<file path="src/rtl/lpad_guard.sv">
module lpad_guard #(
  parameter int XLEN       = 32,
  parameter int LABEL_W    = 20,
  parameter int CAUSE_CODE = 18,
  parameter int TVAL_CODE  = 2,
  parameter int LINK_A     = 1,
  parameter int LINK_B     = 5,
  parameter int GUARD_REG  = 7
) (
  input  logic            clk,
  input  logic            rst_n,
  input  logic            chk_en,
  input  logic            ret_valid,
  input  logic [31:0]     ret_insn,
  input  logic [XLEN-1:0] ret_pc,
  input  logic [XLEN-1:0] x7_val,
  input  logic            trap_taken,
  output logic            pad_pending,
  output logic            trap_req,
  output logic [XLEN-1:0] trap_cause,
  output logic [XLEN-1:0] trap_tval
);

  localparam logic [6:0] OP_JALR  = 7'b1100111;
  localparam logic [6:0] OP_AUIPC = 7'b0010111;
  localparam int         LBL_LSB  = XLEN - LABEL_W;
  localparam int         IMM_LSB  = 32 - LABEL_W;

  wire [6:0]         opc   = ret_insn[6:0];
  wire [4:0]         rd    = ret_insn[11:7];
  wire [2:0]         fn3   = ret_insn[14:12];
  wire [4:0]         rs1   = ret_insn[19:15];
  wire [LABEL_W-1:0] label = ret_insn[31:IMM_LSB];
  wire [LABEL_W-1:0] want  = x7_val[XLEN-1:LBL_LSB];

  wire exempt   = (rs1 == 5'(LINK_A)) || (rs1 == 5'(LINK_B)) || (rs1 == 5'(GUARD_REG));
  wire tracked  = (opc == OP_JALR) && (fn3 == 3'b000) && !exempt;
  wire is_pad   = (opc == OP_AUIPC) && (rd == 5'd0);
  wire misalign = |ret_pc[1:0];
  wire bad_lbl  = (label != '0) && (label != want);

  wire checking  = chk_en && ret_valid && pad_pending;
  wire violation = checking && (!is_pad || misalign || bad_lbl);
  wire arm       = chk_en && ret_valid && tracked && !violation && !trap_taken;

  always_ff @(posedge clk) begin
    if (!rst_n) begin
      pad_pending <= 1'b0;
      trap_req    <= 1'b0;
      trap_cause  <= '0;
      trap_tval   <= '0;
    end else begin
      if (!chk_en || trap_taken)
        pad_pending <= 1'b0;
      else if (ret_valid)
        pad_pending <= arm;
      trap_req   <= violation;
      trap_cause <= violation ? XLEN'(CAUSE_CODE) : '0;
      trap_tval  <= violation ? XLEN'(TVAL_CODE)  : '0;
    end
  end

  AST_PULSE_WIDTH: assert property (@(posedge clk) disable iff (!rst_n)
    trap_req |=> !trap_req);
  AST_TRAP_CODES: assert property (@(posedge clk) disable iff (!rst_n)
    trap_req |-> (trap_cause == XLEN'(CAUSE_CODE)) && (trap_tval == XLEN'(TVAL_CODE)));
  AST_IDLE_ZERO: assert property (@(posedge clk) disable iff (!rst_n)
    !trap_req |-> (trap_cause == '0) && (trap_tval == '0));
  AST_TRAP_NEEDS_PENDING: assert property (@(posedge clk) disable iff (!rst_n)
    $rose(trap_req) |-> $past(pad_pending && ret_valid));
  AST_DISABLED_QUIET: assert property (@(posedge clk) disable iff (!rst_n)
    !chk_en |=> !trap_req && !pad_pending);
  AST_HOLD_IDLE: assert property (@(posedge clk) disable iff (!rst_n)
    pad_pending && !ret_valid && chk_en && !trap_taken |=> pad_pending);
  AST_TAKEN_CLEARS: assert property (@(posedge clk) disable iff (!rst_n)
    trap_taken |=> !pad_pending);
  AST_TRAP_NO_ARM: assert property (@(posedge clk) disable iff (!rst_n)
    trap_req |-> !pad_pending);

endmodule

</file>
<file path="config.mk">
export PLATFORM = sky130hd
export DESIGN_NAME = lpad_guard
export DESIGN_NICKNAME = d
export VERILOG_FILES = /design/src/rtl/lpad_guard.sv
export SDC_FILE = /design/constraint.sdc
export NUM_CORES = 1
export LEC_CHECK = 0
export ABC_AREA = 1
export BUFFER_PORTS_ARGS = -buffer_cell sky130_fd_sc_hd__clkbuf_2
export CORE_AREA = 5 5 70 72
export DETAILED_ROUTE_END_ITERATION = 8
export DIE_AREA = 0 0 75 77
export GPL_ROUTABILITY_DRIVEN = 0
export PLACE_DENSITY = 0.85
export SLEW_MARGIN = 25
export SYNTH_ARGS = -nofsm -noshare
export SYNTH_HDL_FRONTEND = slang
export SYNTH_SLANG_ARGS = --single-unit
</file>
<file path="constraint.sdc">
create_clock -name clk -period 0.9 [get_ports clk]
set_input_delay 0.045 -clock clk [delete_from_list [all_inputs] [get_ports clk]]
set_output_delay 0.045 -clock clk [all_outputs]
set_load 0.005 [all_outputs]
</file>
# Word level (Yosys, flattened, before mapping)
# Index checks and enable logic that the tools add are counted.
dict set report classes {
  eq_ne 6
  n_lt_le_gt_ge 0
  div 0
  n_bitwise 1
  add_sub_neg 0
  reduce_logical 25
  shift 0
  mul 0
  mux 2
}
# cell count
set ops {}
lappend ops {{inequality test 20 bit} 1}
lappend ops {{nonzero test 20 bit} 1}
lappend ops {{== test 5 x 3 -> 1 bit (second input constant)} 2}
lappend ops {{logical AND 1 bit} 10}
lappend ops {{== test 7 x 5 -> 1 bit (second input constant)} 1}
lappend ops {{== test 7 bit (second input constant)} 1}
lappend ops {{== test 5 x 1 -> 1 bit (second input constant)} 1}
lappend ops {{zero test 1 bit} 5}
lappend ops {{zero test 5 bit} 1}
lappend ops {{logical OR 1 bit} 5}
lappend ops {{two-way mux 5 bit} 1}
lappend ops {{OR reduction 2 bit} 2}
lappend ops {{zero test 3 bit} 1}
lappend ops {{two-way mux 2 bit} 1}
lappend ops {{NOT 1 bit} 1}
dict set report word_totals {
  ram_bits 0
  input_bits 101
  out_inout_bits 66
  mem_count 0
  mem_bits_ro 0
  reg_bits 66
  latch_bits 0
}

# Longest topological paths before layout
dict set report logic_depth {
  word_depth 9
  depth_mapped 12
  mapped_depth_nobuf 12
}

# Least setup slack after synthesis
# Ideal clock, no wire load.
dict set report synth_path {
  path_type {input port to flip-flop}
  from {input ret_insn[14]}
  to {register pad_pending}
  stages 9
  setup_slack_ps 42
  setup_time_ps 66
  t_arrival_ps 792
  path_buffers 0
  required_ps 834
  cell_sequence {inv_1 -> nand3_1 -> nor4_1 -> nand3_2 -> nand2_1 -> nand2_1 -> nand2_1 -> nand2_1 -> a21oi_2}
}
dict set report synth_between {
  elab_chain_len 7
  word_cells_on_any_way 12
  cone_classes {eq/ne: 1; reduce/logical: 11}
}
# item line
set synth_rtl {}
lappend synth_rtl {{start: declaration} 14} ;# input logic [31:0] ret_insn,
lappend synth_rtl {{inequality test 20 bit / nonzero test 20 bit (equally long branches)} 40} ;# wire bad_lbl = (label != '0) && (label != want);
lappend synth_rtl {{logical AND 1 bit} 40}
lappend synth_rtl {{logical OR 1 bit} 43} ;# wire violation = checking && (!is_pad || misalign || bad_lbl);
lappend synth_rtl {{logical AND 1 bit} 43}
lappend synth_rtl {{zero test 1 bit} 44} ;# wire arm = chk_en && ret_valid && tracked && !violation && !trap_taken;
lappend synth_rtl {{logical AND 1 bit * (2 in series)} 44}
lappend synth_rtl {{end signal: assignment} 56} ;# pad_pending <= arm;
lappend synth_rtl {{end: declaration} 18} ;# output logic pad_pending,
# Mark *: on every way between the ends. The rest lies on a longest branch, timed or not.
# A chain may end at the register's enable or synchronous reset.

# Worst setup path after layout
dict set report layout_path {
  from {input x7_val[12]}
  to {register pad_pending}
}
dict set report layout_between {
  elab_chain_len 7
}
# item line
set layout_rtl {}
lappend layout_rtl {{start: declaration} 16} ;# input logic [XLEN-1:0] x7_val,
lappend layout_rtl {{inequality test 20 bit} 40}
lappend layout_rtl {{logical AND 1 bit} 40}
lappend layout_rtl {{logical OR 1 bit} 43}
lappend layout_rtl {{logical AND 1 bit} 43}
lappend layout_rtl {{zero test 1 bit} 44}
lappend layout_rtl {{logical AND 1 bit (2 in series)} 44}
# No other way between the ends.

==> impl_metrics.json <==
{
  "fin_nets": 370,
  "final_cell_mix": "61 x conb_1, 50 x clkbuf_2, 38 x nand2_1",
  "synth_xor_area_share_pct": 3.99,
  "startpoint_type": "primary input",
  "drc": 0,
  "r2r_slack_ns": 0.08,
  "power_density_nw_per_um2": 626,
  "clk_path_buf_depth": 2,
  "max-cap-violations": 0,
  "worstSetupEndpointType": "flip-flop",
  "critPathMaxFanout": 2,
  "yosysWarnings": 0,
  "rsz0062_at_grt": "yes",
  "report.final.slew_viol_count": 0,
  "antenna_cells": 0,
  "r2r-start": "pad_pending$_SDFFE_PP0P_",
  "h-tree-depth": 1,
  "fp.coreArea_um2": 4230,
  "place_ws_ns": -0.269,
  "synth-compound-area-share_pct": 1.48,
  "synthCells": 198,
  "routed_wl_um": 3050,
  "yosys.cell_types.count": 20,
  "cts_tree": "done",
  "cts-root-buf": "clkbuf_8",
  "layout_setup_ws_ns": 0.0117,
  "min_from": "rst_n",
  "yosys.area_share.adder_pct": 0,
  "p_leak_nw": 0.911,
  "rows": 24,
  "clk_latency_ns": 0.21,
  "via_per_inst": 3.73,
  "fmax_mhz": 1130,
  "start_util_pct": 25.9,
  "die_h_um": 77,
  "cts.sinks": 2,
  "final_common_cell": "conb_1",
  "arrival_ns": 1.03,
  "power.total_uw": 926,
  "cp.required_ns": 1.04,
  "grt.overflow.total": 0,
  "finalSetupTns_ns": 0,
  "r2r-end": "trap_cause[1]$_SDFF_PN0_",
  "cts_buffers": 3,
  "die_w_um": 75,
  "clkTransAtPathRegs_ns": 0.03,
  "ant_nets": 0,
  "hold_end": "trap_cause[1]$_SDFF_PN0_",
  "holdCritPathClass": "primary input to flip-flop",
  "dr.pass1.iters": 2,
  "ios": 167,
  "fillCellCount": 464,
  "setup_viol_count_final": 0,
  "antenna_found_initial": 0,
  "status": "finished, final reports clean",
  "reg2reg_depth": 5,
  "ir_drop_uv": 178,
  "ys_ff_latch": 2,
  "grt_max_degree": 5,
  "grt_pass1_vias": 1116,
  "syn_avg_cell_area_um2": 5.55,
  "syn_area_um2": 1100,
  "hold_path_depth": 3,
  "finalCritPeriodShare_pct": 98.7,
  "yosysSeqAreaShare_pct": 3.64,
  "drt-initial-drc-count": 4,
  "synth.area.mux_share_pct": 0,
  "synthToLayoutAreaGrowth_pct": 34.6,
  "vias": 1189,
  "finalCriticalPeriod_ns": 0.888,
  "groute.usage.overall_pct": 9.05,
  "grt_pass1_wl_um": 4230,
  "drive_gt1_share_pct": 41.9,
  "synthSimpleGateAreaFrac_pct": 36.6,
  "port_buffers": 63,
  "skew_ns": 0.000579,
  "hold_viol_final": 0,
  "avgRoutedWirePerCell_um": 9.57,
  "crit_type": "primary input to flip-flop",
  "hpwl_um": 2700,
  "dieArea_um2": 5780,
  "synth_top_family_by_area": "buffers and inverters"
}
[routing by layer]
layer  vias up  global-route usage (%)  wire, um
li1        600                       -         -
met1       513                    8.41       928
met2        74                    19.3      1730
met3         2                    1.31       384
met4         0                    1.60        11
met5         -                       0         0
[cells in the mapped netlist, drive strengths merged]
library cell  count  area share [%]
nor4              1            0.57
a21oi             1            0.80
nand4             2             1.1
nor2             29              11
xnor2             4             3.2
o211ai            1            0.68
nand2            49              17
nor4b             1            0.80
buf              64              44
inv              30              10
nor3              3             1.4
conb              1            0.34
nand3             8             4.1
or2               1            0.57
dfxtp             2             3.6
xor2              1            0.80
[cells by family (layout without fill, tap and decap cells)]
family                    after synthesis  count (layout)
xor gates and xnor gates                5               5
buffers and inverters                  94             103
AOI/OAI and AO/OA                       2               2
other                                   1              61
DFF                                     2               2
and+or+nand+nor                        94              94
[sequential cells by signal (all words and copies together), names as in the netlist]
name	flops
pad_pending	1
trap_cause	1
[area by class of cell]
cell class / count / area [um^2] / share of cell area, %
multi-input cells: 162 / 788 / 53.3
repair buffers: 70 / 432 / 29.2
inverters: 30 / 113 / 7.61
well taps: 52 / 65.1 / 4.40
clock buffers: 3 / 41.3 / 2.79
flip-flops and latches: 2 / 40.0 / 2.71
[repair_timing]
| action | 4_1_cts | 5_1_grt |
|---|---|---|
| hold buffers | 0 | 0 |
| endpoints found under the setup margin | 1 | 2 |
| pin swaps | 2 | 34 |
| setup buffers | 0 | 1 |
| resized for setup | 5 | 53 |
[power by group]
| part | leakage [nW] | total, mW | internal [mW] | switching [mW] |
|---|---|---|---|---|
| combinational | 0.873 | 0.490 | 0.221 | 0.269 |
| clock | 0.0216 | 0.346 | 0.282 | 0.0638 |
| sequential | 0.0161 | 0.0895 | 0.0895 | 0.000000683 |
[worst max-delay path by stage]
stage | depth (start not counted) | startpoint | to
floorplan | 9 | ret_insn[14] | pad_pending$_SDFFE_PP0P_
global placement | 10 | ret_insn[18] | pad_pending$_SDFFE_PP0P_
detailed placement | 10 | ret_insn[18] | pad_pending$_SDFFE_PP0P_
CTS | 13 | ret_insn[24] | pad_pending$_SDFFE_PP0P_
global route | 13 | x7_val[12] | pad_pending$_SDFFE_PP0P_
finish | 13 | x7_val[12] | pad_pending$_SDFFE_PP0P_
[worst max-delay path: stages]
cell	delay (ns)
clkbuf_2	0.11
inv_1	0.04
nand2_1	0.07
nand2_2	0.06
nor2_2	0.07
nand2_1	0.07
nor2_2	0.12
nand3_1	0.07
nand2_1	0.07
nand2_1	0.04
nand2_1	0.07
nand2_1	0.06
a21oi_2	0.12
[metrics by stage]
stage | cells | instance area, um^2 | hold slack (ns) | util [%]
2_1_floorplan | 258 | 1320 | 0.157 | -
3_3_place_gp | 315 | 1270 | 0.271 | 30.0
3_5_place_dp | 315 | 1270 | 0.272 | 30.0
4_1_cts | 318 | 1330 | 0.0539 | 31.3
5_1_grt | 319 | 1480 | 0.0751 | 34.9
6_report | 319 | 1480 | 0.0533 | 34.9
(Power assumes the default switching activity.)
